==> config.mk <==
export PLATFORM = sky130hd
export DESIGN_NAME = serial_reg_port
export DESIGN_NICKNAME = d
export VERILOG_FILES = /design/src/rtl/srac_pkg.sv /design/src/rtl/srac_ctrl.sv /design/src/rtl/srac_ram.sv /design/src/rtl/srac_dp.sv /design/src/rtl/serial_reg_port.sv
export SDC_FILE = /design/constraint.sdc
export NUM_CORES = 1
export LEC_CHECK = 0
export CAP_MARGIN = 40
export CORE_MARGIN = 5
export CORE_UTILIZATION = 45
export CTS_CLUSTER_DIAMETER = 200
export CTS_CLUSTER_SIZE = 24
export DETAILED_ROUTE_END_ITERATION = 12
export HOLD_SLACK_MARGIN = 0.02
export PLACE_DENSITY = 0.61
export SYNTH_ARGS = -nofsm -noshare
export SYNTH_HDL_FRONTEND = slang
export SYNTH_SLANG_ARGS = --single-unit
==> constraint.sdc <==
create_clock -name clk -period 5 [get_ports clk]
set_input_delay 1 -clock clk [delete_from_list [all_inputs] [get_ports clk]]
set_output_delay 1 -clock clk [all_outputs]
set_load 0.01 [all_outputs]
==> src/rtl/srac_pkg.sv <==
package srac_pkg;

  typedef struct packed {
    logic capAddr;   // address byte just completed
    logic commit;    // write data byte just completed
    logic advance;   // data byte done, step location
    logic loadTx;    // load next read byte into tx shifter
    logic shiftTx;   // present next read bit
    logic takeSnap;  // latch live time bytes
  } strobe_t;

  localparam logic [6:0] LOC_TIME_LAST = 7'h06;
  localparam logic [6:0] LOC_CTRL      = 7'h0F;
  localparam logic [6:0] LOC_LAST_REG  = 7'h11;
  localparam logic [7:0] CTRL_MASK     = 8'hC7;
  localparam int         WP_BIT        = 6;

  function automatic logic [7:0] regMask(input logic [4:0] loc);
    logic [7:0] m;
    case (loc)
      5'h00, 5'h01, 5'h02: m = 8'h7F;
      5'h03:               m = 8'h07;
      5'h04:               m = 8'h3F;
      5'h05:               m = 8'h1F;
      5'h06:               m = 8'hFF;
      5'h07, 5'h08, 5'h09,
      5'h0B, 5'h0C, 5'h0D: m = 8'hFF;
      5'h0A, 5'h0E:        m = 8'h87;
      5'h0F:               m = CTRL_MASK;
      5'h10:               m = 8'h03;
      5'h11:               m = 8'hFF;
      default:             m = 8'h00;
    endcase
    return m;
  endfunction

endpackage

==> src/rtl/srac_ctrl.sv <==
module srac_ctrl
  import srac_pkg::*;
(
  input  logic       clk,
  input  logic       rstN,
  input  logic       ce,
  input  logic       sclk,
  input  logic       mosi,
  output strobe_t    stb,
  output logic [7:0] rxByte,
  output logic       readActive
);

  logic       sclkQ;
  logic [2:0] bitCnt;
  logic [6:0] shiftIn;
  logic       dataPhase;
  logic       isWrite;
  logic       riseEdge, fallEdge, byteDone;

  assign riseEdge = ce & sclk & ~sclkQ;
  assign fallEdge = ce & ~sclk & sclkQ;
  assign byteDone = riseEdge && (bitCnt == 3'd7);
  assign rxByte   = {shiftIn, mosi};

  always_comb begin
    stb          = '0;
    stb.capAddr  = byteDone & ~dataPhase;
    stb.commit   = byteDone & dataPhase & isWrite;
    stb.advance  = byteDone & dataPhase;
    stb.takeSnap = byteDone & ~dataPhase & ~rxByte[7];
    stb.loadTx   = byteDone & (dataPhase ? ~isWrite : ~rxByte[7]);
    stb.shiftTx  = fallEdge & dataPhase & ~isWrite & (bitCnt != 3'd0);
  end

  assign readActive = ce & dataPhase & ~isWrite;

  always_ff @(posedge clk or negedge rstN) begin
    if (!rstN) begin
      sclkQ     <= 1'b0;
      bitCnt    <= '0;
      shiftIn   <= '0;
      dataPhase <= 1'b0;
      isWrite   <= 1'b0;
    end else begin
      sclkQ <= sclk;
      if (!ce) begin
        bitCnt    <= '0;
        dataPhase <= 1'b0;
        isWrite   <= 1'b0;
      end else if (riseEdge) begin
        bitCnt  <= bitCnt + 3'd1;
        shiftIn <= {shiftIn[5:0], mosi};
        if (byteDone && !dataPhase) begin
          dataPhase <= 1'b1;
          isWrite   <= rxByte[7];
        end
      end
    end
  end

  // chip enable low leaves no partial state behind
  p_idle_clears_r9: assert property (@(posedge clk) disable iff (!rstN)
    !ce |=> (bitCnt == 3'd0) && !dataPhase);

  // the data phase opens only after eight bits of address
  p_addr_first_r1: assert property (@(posedge clk) disable iff (!rstN)
    $rose(dataPhase) |-> ($past(bitCnt) == 3'd7) && $past(ce));

  // output enable falls together with chip enable
  p_oe_drops_r2: assert property (@(posedge clk) disable iff (!rstN)
    !ce |-> !readActive);

endmodule

==> src/rtl/srac_ram.sv <==
module srac_ram #(
  parameter int DEPTH = 96,
  parameter int IDX_W = 7
) (
  input  logic             clk,
  input  logic             we,
  input  logic [IDX_W-1:0] wIdx,
  input  logic [7:0]       wData,
  input  logic [IDX_W-1:0] rIdx,
  output logic [7:0]       rData
);

  logic [7:0] mem [DEPTH];

  always_ff @(posedge clk) begin
    if (we) mem[wIdx] <= wData;
  end

  assign rData = mem[rIdx];

endmodule

==> src/rtl/srac_dp.sv <==
module srac_dp
  import srac_pkg::*;
#(
  parameter int         ADDR_W     = 7,
  parameter int         CLK_SPAN   = 32,
  parameter int         TIME_BYTES = 7,
  parameter logic [7:0] CTRL_RESET = 8'h40
) (
  input  logic                    clk,
  input  logic                    rstN,
  input  strobe_t                 stb,
  input  logic [7:0]              rxByte,
  input  logic                    readActive,
  input  logic [TIME_BYTES*8-1:0] liveTime,
  output logic                    miso,
  output logic [4:0]              extRdAddr,
  input  logic [7:0]              extRdData,
  output logic                    extWrEn,
  output logic [4:0]              extWrAddr,
  output logic [7:0]              extWrData,
  output logic [7:0]              ctrlOut
);

  localparam int RAM_BYTES = (1 << ADDR_W) - CLK_SPAN;
  localparam logic [ADDR_W-1:0] RAM_BASE = ADDR_W'(CLK_SPAN);
  localparam logic [ADDR_W-1:0] CLK_TOP  = ADDR_W'(CLK_SPAN - 1);

  logic [ADDR_W-1:0]       addrQ, rdAddr, rdOff, wrOff;
  logic [7:0]              txQ, ctrlQ, rawRd, rdByte, ramRd;
  logic [TIME_BYTES*8-1:0] snap;
  logic                    permit, ramWe;

  function automatic logic [ADDR_W-1:0] stepAddr(input logic [ADDR_W-1:0] a);
    if (a < RAM_BASE) return (a == CLK_TOP) ? '0 : a + 1'b1;
    return (a == '1) ? RAM_BASE : a + 1'b1;
  endfunction

  // ---- read path: location for the byte about to be loaded
  assign rdAddr    = stb.capAddr ? rxByte[ADDR_W-1:0] : stepAddr(addrQ);
  assign extRdAddr = rdAddr[4:0];
  assign rdOff     = (rdAddr >= RAM_BASE) ? rdAddr - RAM_BASE : '0;

  always_comb begin
    rawRd = 8'h00;
    if (rdAddr >= RAM_BASE)
      rawRd = ramRd;
    else if (rdAddr <= LOC_TIME_LAST)
      rawRd = stb.takeSnap ? liveTime[int'(rdAddr)*8 +: 8] : snap[int'(rdAddr)*8 +: 8];
    else if (rdAddr == LOC_CTRL)
      rawRd = ctrlQ;
    else if (rdAddr <= LOC_LAST_REG)
      rawRd = extRdData;
    rdByte = rawRd & ((rdAddr >= RAM_BASE) ? 8'hFF : regMask(rdAddr[4:0]));
  end

  // ---- write path with protection gate
  assign permit    = stb.commit && (addrQ == LOC_CTRL || !ctrlQ[WP_BIT]);
  assign ramWe     = permit && (addrQ >= RAM_BASE);
  assign wrOff     = (addrQ >= RAM_BASE) ? addrQ - RAM_BASE : '0;
  assign extWrEn   = permit && (addrQ <= LOC_LAST_REG) && (addrQ != LOC_CTRL);
  assign extWrAddr = addrQ[4:0];
  assign extWrData = rxByte & regMask(addrQ[4:0]);
  assign ctrlOut   = ctrlQ;
  assign miso      = readActive & txQ[7];

  srac_ram #(.DEPTH(RAM_BYTES), .IDX_W(ADDR_W)) u_ram (
    .clk   (clk),
    .we    (ramWe),
    .wIdx  (wrOff),
    .wData (rxByte),
    .rIdx  (rdOff),
    .rData (ramRd)
  );

  always_ff @(posedge clk or negedge rstN) begin
    if (!rstN) begin
      addrQ <= '0;
      txQ   <= '0;
      ctrlQ <= CTRL_RESET & CTRL_MASK;
    end else begin
      if (stb.capAddr)      addrQ <= rxByte[ADDR_W-1:0];
      else if (stb.advance) addrQ <= stepAddr(addrQ);
      if (stb.loadTx)       txQ <= rdByte;
      else if (stb.shiftTx) txQ <= {txQ[6:0], 1'b0};
      if (stb.commit && addrQ == LOC_CTRL) ctrlQ <= rxByte & CTRL_MASK;
    end
  end

  // snapshot bytes, one register per time location
  for (genvar g = 0; g < TIME_BYTES; g++) begin : g_snap
    always_ff @(posedge clk or negedge rstN) begin
      if (!rstN)             snap[g*8 +: 8] <= '0;
      else if (stb.takeSnap) snap[g*8 +: 8] <= liveTime[g*8 +: 8];
    end
  end

  // the held copy changes only when a read begins
  p_snap_hold_r3: assert property (@(posedge clk) disable iff (!rstN)
    !stb.takeSnap |=> $stable(snap));

  // no strobe leaves while protection is on
  p_wp_blocks_r8: assert property (@(posedge clk) disable iff (!rstN)
    extWrEn |-> !ctrlQ[WP_BIT]);

  // reserved and local locations never reach the neighbours
  p_no_reserved_r6: assert property (@(posedge clk) disable iff (!rstN)
    extWrEn |-> (extWrAddr <= 5'h11) && (extWrAddr != 5'h0F));

  // a clock-region burst stays in the clock region
  p_clk_wrap_r4: assert property (@(posedge clk) disable iff (!rstN)
    (stb.advance && addrQ < RAM_BASE) |=> addrQ < RAM_BASE);

  // a RAM burst stays in RAM
  p_ram_wrap_r5: assert property (@(posedge clk) disable iff (!rstN)
    (stb.advance && addrQ >= RAM_BASE) |=> addrQ >= RAM_BASE);

  // one strobe per completed byte
  p_one_strobe_r10: assert property (@(posedge clk) disable iff (!rstN)
    extWrEn |=> !extWrEn);

endmodule

==> src/rtl/serial_reg_port.sv <==
module serial_reg_port
  import srac_pkg::*;
#(
  parameter int         ADDR_W     = 7,
  parameter int         CLK_SPAN   = 32,
  parameter int         TIME_BYTES = 7,
  parameter logic [7:0] CTRL_RESET = 8'h40
) (
  input  logic                    clk,
  input  logic                    rstN,
  input  logic                    ce,
  input  logic                    sclk,
  input  logic                    mosi,
  output logic                    miso,
  output logic                    misoOe,
  input  logic [TIME_BYTES*8-1:0] liveTime,
  output logic [4:0]              extRdAddr,
  input  logic [7:0]              extRdData,
  output logic                    extWrEn,
  output logic [4:0]              extWrAddr,
  output logic [7:0]              extWrData,
  output logic [7:0]              ctrlOut
);

  strobe_t    stb;
  logic [7:0] rxByte;
  logic       readActive;

  srac_ctrl u_ctrl (
    .clk        (clk),
    .rstN       (rstN),
    .ce         (ce),
    .sclk       (sclk),
    .mosi       (mosi),
    .stb        (stb),
    .rxByte     (rxByte),
    .readActive (readActive)
  );

  srac_dp #(
    .ADDR_W     (ADDR_W),
    .CLK_SPAN   (CLK_SPAN),
    .TIME_BYTES (TIME_BYTES),
    .CTRL_RESET (CTRL_RESET)
  ) u_dp (
    .clk        (clk),
    .rstN       (rstN),
    .stb        (stb),
    .rxByte     (rxByte),
    .readActive (readActive),
    .liveTime   (liveTime),
    .miso       (miso),
    .extRdAddr  (extRdAddr),
    .extRdData  (extRdData),
    .extWrEn    (extWrEn),
    .extWrAddr  (extWrAddr),
    .extWrData  (extWrData),
    .ctrlOut    (ctrlOut)
  );

  assign misoOe = readActive;

endmodule

==> results of run 1 <==
final timing paths:
| kind | to | cells past startpoint |
|---|---|---|
| setup / recovery | extRdAddr[1] | 9 |
| max in group asynchronous | u_dp.snap[9] | 2 |
| hold reg to reg | u_dp.snap[26] | 1 |
| setup reg to reg | u_dp.txQ[0] | 17 |
| min in group clk | u_dp.snap[26] | 1 |
| hold / removal | u_dp.addrQ[0] | 1 |
state kept, by name (all words and copies together) (netlist names):
register          flops
u_dp.u_ram.mem      768
u_dp.snap            56
u_dp.txQ              8
u_ctrl.shiftIn        7
u_dp.addrQ            7
u_dp.ctrlOut          5
u_ctrl.bitCnt         3
u_ctrl.dataPhase      1
u_ctrl.isWrite        1
u_ctrl.sclkQ          1
layout by cell type (no fill, tap or decap), types with 13 or more instances in the layout:
cell,synthesis,routed
inv_1,17,17
a21oi_1,94,91
and3_1,23,23
buf_4,40,239
o221ai_1,19,19
nor4_1,14,14
nand3_1,186,186
nor2_1,186,186
o21ai_0,57,57
a211oi_1,22,22
o22ai_1,24,24
mux2_2,80,80
a221oi_1,34,34
nand2_1,425,425
o211ai_1,61,61
clkdlybuf4s50_1,0,92
buf_12,0,30
clkbuf_1,57,16
a31oi_1,55,55
nor3_1,107,106
dfrtp_1,88,81
clkbuf_16,0,41
edfxtp_1,768,768
mux2i_1,69,69
or3_1,53,53
ha_1,14,13
cell families after synthesis:
group           after synthesis  synth area share [%]
buf+inv                     238                  3.30
fa+ha+maj                    14                 0.479
other cells                   1                0.0103
flops                       857                  69.2
xor+xnor                      2                0.0479
compound gates              484                  9.33
mux                         151                  4.48
simple gates               1060                  13.2
metrics by stage:
step	setup TNS [ns]	total power, mW	instances
final	0	13.4	4076
after global routing	0	13.7	4075
after CTS	0	13.4	4073
after detailed placement	-0.220	9.83	4015
after global placement	-0.0880	9.78	4003
after floorplan	0	9.15	2809
metal layers:
metal	track usage (%)	vias to the layer above
li1	-	11000
met1	35.2	12500
met2	40.2	1399
met3	5.57	216
met4	7.52	0
met5	0	-
critical path: cells and delay by family:
family,cells,cell delay [ns]
simple gates,1,0.21
buf+inv,6,2.18
compound gates,2,0.29
power by group:
group	internal (mW)	leakage [nW]	switching, mW
combinational	0.148	5.25	0.607
sequential	8.52	8.17	0.380
clock	1.53	0.529	2.17
layout make-up:
class	count	share of cell area, %
sequential	857	61.2
multi-input combinational	1714	24.6
timing repair buffer	363	8.10
tap	1060	3.21
clock buffer	57	2.63
inverter	23	0.221
clock inverter	1	0.0212
antenna	1	0.00605
==> summary.md, run 1 <==
| Metric | Value |
|---|---|
| Status | `complete, no violations` |
| Sequential Area | `about 25,000 um^2` |
| Final Skew | `roughly 0.048 ns` |
| Worst EP arrival | `3.69 ns` |
| Dpl ws | `-0.0923 ns` |
| Hold/Removal Path Class | `primary input to async pin` |
| Launch point of the worst reg-to-reg path | `u_dp.addrQ[1]` |
| Worst vdd ir | `0.196 mV` |
| Post-synthesis instance total | `~2,800` |
| Util after Layout | `51.3%` |
| Vias in the first global route | `~24,000` |
| Mapped Area | `36,600 um^2` |
| Leak pwr | `13.9 nW` |
| Setup crit end kind | `output pin` |
| Layout Nets | `approximately 3,100` |
| WHS | `0.410 ns` |
| Routed Antenna Nets | `0` |
| Most frequent cell after synthesis | `edfxtp_1` |
| CTS Buf Count | `slightly above 40` |
| CP peak stage delay | `approximately 0.55 ns` |
| CP Class | `primary input to output pin` |
| Cell area after layout | `41,300 um^2` |
| DIE AREA | `about 87,000 um^2` |
| GP Congestion | `0.943` |
| # IOs | `98` |
| Top post-synthesis cells by area | `edfxtp_1 (63%), dfrtp_1 (6.0%), nand2_1 (4.4%)` |
| CTS clk-pin slew, worst paths | `0.10 ns` |
| Footprint of the multi-input gates | `10,200 um^2` |
| Met2 WL post-DR | `51.6 mm` |
| Worst-margin pin slew | `0.920 ns` |
| Final setup fails | `0` |
| Worst skew pair latency | `0.62 ns` |
| H-Tree Depth | `2` |
| Root Driver | `clkbuf_16` |
| Die Y | `295 um` |
| Iteration count of the initial detailed-routing pass | `5` |
| Hpwl dp | `73.4 mm` |
| Most used cell, CP | `buf_4` |
| Core Rows | `104` |
| Area leader, netlist | `edfxtp_1` |
| Fraction of layout instances using a drive strength above 1 | `14.6%` |
| Routed WL | `112 mm` |
| Initial Util | `45.4%` |
| CTS sink cnt | `857` |
| Flops & latches, synth | `857` |
| DRC violations left | `0` |
| IO Port Bufs | `94` |
| Max_cap viols | `0` |
| Top cells by count, synth | `edfxtp_1 (768), nand2_1 (425), nand3_1 (186), nor2_1 (186), nor3_1 (107)` |
| Initial antenna violation count | `1` |
| Fmax | `0.213 GHz` |
| Final period utilization | `93.8%` |
| Share of the yosys chip area belonging to registers | `69.2%` |
| Synthesis-to-layout area growth | `13.1%` |
| Iter 0 DRT Violations | `3,135` |
| Unique cell type count in the Yosys netlist | `90` |
| Filler Cells Inserted | `6,785` |
| RSZ-0062 raised after global routing | `no` |
| Wire length on met1 | `45.2 mm` |
| Worst Setup SP | `sclk` |
| Average instance area after synthesis | `13.0 um^2` |
| Final max-slew violation count | `0` |
| Yosys top cell area share | `63.1%` |
| WL/cell | `~28 um` |
| PwrDens | `323 nW/um^2` |
| Worst path slowest cell | `clkdlybuf4s50_1` |
| Detailed-route via count | `25,000` |
| Tot GR Track Use | `25.2%` |
| Via-to-Cell Ratio | `6.14` |
| Clk buf depth | `3` |
| CP max FO | `21` |
| Die W | `295 um` |
| CTS tree | `built` |
| R2r setup slk | `0.32 ns` |
| Core Area | `80,500 um^2` |
| Grt ovf | `0` |
| Final hold vios | `0` |
| Critical Path RT | `4.00 ns` |
| # resized after CTS | `0` |
| Ys flop type | `edfxtp_1` |
| First-pass GRT wire length | `165 mm` |
| CP cell instances | `clkdlybuf4s50_1 -> nand4b_1 -> buf_4 -> buf_4 -> o21ai_0 -> a2bb2oi_2 -> inv_1 -> buf_4 -> clkdlybuf4s50_1` |
| Uppermost routed layer | `met4` |
| CP Launch Type | `primary input` |
| Setup Buffers After CTS | `0` |
| WL met3 | `11.5 mm` |
| Post-synth EDFFs | `768` |
| Final WS setup | `around 0.31 ns` |
| Hold_buf cts | `0` |
| Synth warn | `0` |
| Relative slew slack | `38.4%` |
| Tmin final | `4.69 ns` |
| DP Area | `40,200 um^2` |
| Post-synth ARST share | `between 10% and 20%` |
| Largest net degree at the start of global routing | `77` |
No activity file was read; power rests on OpenSTA's default activity.
==> run 2, diff against run 1 <==
DONT_BUFFER_PORTS = 1   (was unset)
PLACE_DENSITY = 0.59   (was 0.61)
==> summary.md, run 2 (synthesis results as in run 1) <==
| Metric | Value |
|---|---|
| GR Util met3 | `4.68% (-0.89 points)` |
| Detailed-route via count | `24,600 (-1.9%)` |
| Placed cell count | `3,854 (-4.0%)` |
| Hpwl dp | `71.0 mm (-3.3%)` |
| R2r setup slk | `0.13 ns (-0.19 ns)` |
| Fmax | `0.205 GHz (-3.8%)` |
| Worst-margin pin slew | `0.903 ns (-0.0172 ns)` |
| Delay-heaviest family, CP | `compound AO/OA/AOI/OAI gates` |
| Layout Nets | `2,933 (-4.9%)` |
| Die W | `295 um (unchanged)` |
| Largest registers | `u_dp.u_ram.mem (768), u_dp.snap (56), u_dp.txQ (8)` |
| DRC violations left | `0 (unchanged)` |
| Initial antenna violation count | `1 (unchanged)` |
| # IOs | `98 (unchanged)` |
| WL/cell | `28.3 um (+2.9%)` |
| Hold/Removal Path Class | `primary input to async pin` |
| Worst EP arrival | `5.43 ns (+1.74 ns)` |
| Status | `complete, no violations` |
| Most common cell after layout, fill and taps aside | `edfxtp_1` |
| R2R depth | `19 (+2)` |
| Critical Path RT | `5.56 ns (+1.56 ns)` |
| Tot GR Track Use | `24.7% (-0.51 points)` |
| Die Y | `295 um (unchanged)` |
| CP max FO | `40 (+90%)` |
| Commonest non-fill, non-tap cells in the layout | `edfxtp_1 (768), nand2_1 (425), nor2_1 (186), nand3_1 (186), buf_4 (186)` |
| Initial Util | `45.4% (unchanged)` |
| Routed Antenna Nets | `0 (unchanged)` |
| Worst r2r dst | `u_dp.txQ[0]` |
| Vias in the first global route | `23,200 (-4.8%)` |
| Final setup TNS | `0 ns (unchanged)` |
| GP Congestion | `0.928 (-1.6%)` |
| Worst vdd ir | `0.289 mV (+48%)` |
| Reg with most FFs | `u_dp.u_ram.mem` |
| Iter 0 DRT Violations | `3,003 (-4.2%)` |
| CP cell instances | `inv_1 -> ha_2 -> buf_4 -> nand2b_1 -> o2111a_1 -> a211oi_1 -> or2_1 -> ha_4 -> clkinvlp_4 -> and4_1 -> a21oi_4 -> buf_12 -> a221oi_1 -> nor3_1 -> a211oi_1 -> o211ai_1 -> o211ai_1 -> nor4_1 -> a221o_1` |
| Met1 Use GR | `35.2% (about the same)` |
| Final setup fails | `0 (unchanged)` |
| Clk buf depth | `3 (unchanged)` |
| Largest net degree at the start of global routing | `102 (+32%)` |
| Pint | `10.2 mW (+0.15%)` |
| CP Launch Type | `flip-flop` |
| Worst path slowest cell | `o211ai_1` |
| WP buf/inv | `4 (-2)` |
| Hold_buf cts | `0 (unchanged)` |
| Routed WL | `111 mm (-0.87%)` |
| Via-to-Cell Ratio | `6.25 (+1.8%)` |
| Gate power share | `5.7% (about the same)` |
| CP peak stage delay | `0.44 ns (-0.11 ns)` |
| Max_cap viols | `0 (unchanged)` |
| Setup crit end kind | `flip-flop` |
| Switching pwr | `3.15 mW (-0.39%)` |
| Worst skew pair latency | `0.62 ns (about the same)` |
| Final max-slew violation count | `0 (unchanged)` |
| H-Tree Depth | `2 (unchanged)` |
| Number of non-filler instances in the completed layout | `3,928 (-3.6%)` |
| CTS Buf Count | `41 (unchanged)` |
| Iteration count of the initial detailed-routing pass | `5 (unchanged)` |
| Tmin final | `4.87 ns (+0.183 ns)` |
| DIE AREA | `87,000 um^2 (unchanged)` |
| Root Driver | `clkbuf_16` |
| Launch point of the worst reg-to-reg path | `u_dp.addrQ[5]` |
| Gr busiest metal | `met2` |
| Final period utilization | `97.5% (+3.7 points)` |
| CTS tree | `built` |
| Synthesis-to-layout area growth | `9.38%` |
| WHS | `0.0590 ns (-0.351 ns)` |
| Clock power frac | `28.4% (+0.7 points)` |
| PwrDens | `334 nW/um^2 (+3.4%)` |
| Worst Setup SP | `u_dp.addrQ[5]` |
| Final hold vios | `0 (unchanged)` |
| Filler Cells Inserted | `6,877 (+1.4%)` |
| CTS sink cnt | `857 (unchanged)` |
| First-pass GRT wire length | `161 mm (-2.5%)` |
| Core Area | `80,500 um^2 (unchanged)` |
| Total power draw | `13.4 mW (about the same)` |
| Core Rows | `104 (unchanged)` |
| CTS clk-pin slew, worst paths | `0.11 ns (about the same)` |
| Global Route met2 Usage | `39.0% (-1.2 points)` |
| Sw Share | `23.5% (-0.098 points)` |
| Final Skew | `0.0288 ns (-0.0192 ns)` |
| Leak pwr | `13.4 nW (-4.2%)` |
| Power share of the sequential group | `65.9% (-0.7 points)` |
| Fraction of layout instances using a drive strength above 1 | `13.5% (-1.1 points)` |
| IO Port Bufs | `0 (-100%)` |
| Grt ovf | `0 (unchanged)` |
| Max reg flops | `768 (unchanged)` |
| Relative slew slack | `39.6% (+1.2 points)` |
| CP Class | `flip-flop to flip-flop` |
[run 2: repair_timing]
| item | CTS | global route |
|---|---|---|
| setup buffers | 0 | 11 |
| gates resized for setup | 1 | 6 |
| endpoints found under the setup margin | 1 | 7 |
| endpoints found under the hold margin | 0 | 0 |
| pin swaps | 0 | 1 |
| cloned | 0 | 1 |
[run 2: per-layer routing]
metal,vias up,wire length (um)
li1,10700,-
met1,12400,45500
met2,1345,51200
met3,176,10900
met4,0,3620
met5,-,0
[run 2: cell type report]
class | count | area (um^2) | area share [%]
clock buffers | 58 | 1130 | 2.83
well taps | 1060 | 1330 | 3.32
flip-flops and latches | 857 | 25300 | 63.3
multi-input cells | 1714 | 10200 | 25.4
repair buffers | 213 | 1940 | 4.85
clock inverters | 2 | 17.5 | 0.0438
diodes | 1 | 2.50 | 0.00626
inverters | 23 | 95.1 | 0.238
[run 2: metrics by stage]
stage               utilization [%]  area (um^2)  worst slack [ns]
finish                         49.7        40000             0.127
global route                   49.6        40000          -0.00532
CTS                            49.5        39900             0.100
detailed placement             48.1        38700          -0.00311
global placement               47.9        38600            0.0782
floorplan                         -        36600             0.297
[run 2: worst register-to-register path, delay by kind of cell, from the launching register on]
family	cells	cell delay, ns
AO/OA/AOI/OAI	8	1.90
AND/OR/NAND/NOR	5	1.22
buffers and inverters	4	0.77
adder cells (fa/ha/maj)	2	0.52
flip-flops	1	0.39
[run 2: worst max-delay path by stage]
stage / to / cells after the start / slack, ns
floorplan: u_dp.txQ[2] / 19 / 0.30
global placement: u_dp.txQ[5] / 17 / 0.08
detailed placement: u_dp.txQ[5] / 16 / -0.003
CTS: u_dp.txQ[0] / 17 / 0.10
global route: u_dp.txQ[0] / 19 / -0.005
finish: u_dp.txQ[0] / 19 / 0.13
[run 2: power by group through the flow]
stage | sequential [mW] | combinational [mW] | clock, mW
2_1_floorplan | 9.07 | 0.0783 | 0
3_3_place_gp | 8.96 | 0.691 | 0
3_5_place_dp | 8.96 | 0.754 | 0
4_1_cts | 8.80 | 0.753 | 3.85
5_1_grt | 8.82 | 0.794 | 4.09
6_report | 8.80 | 0.759 | 3.80
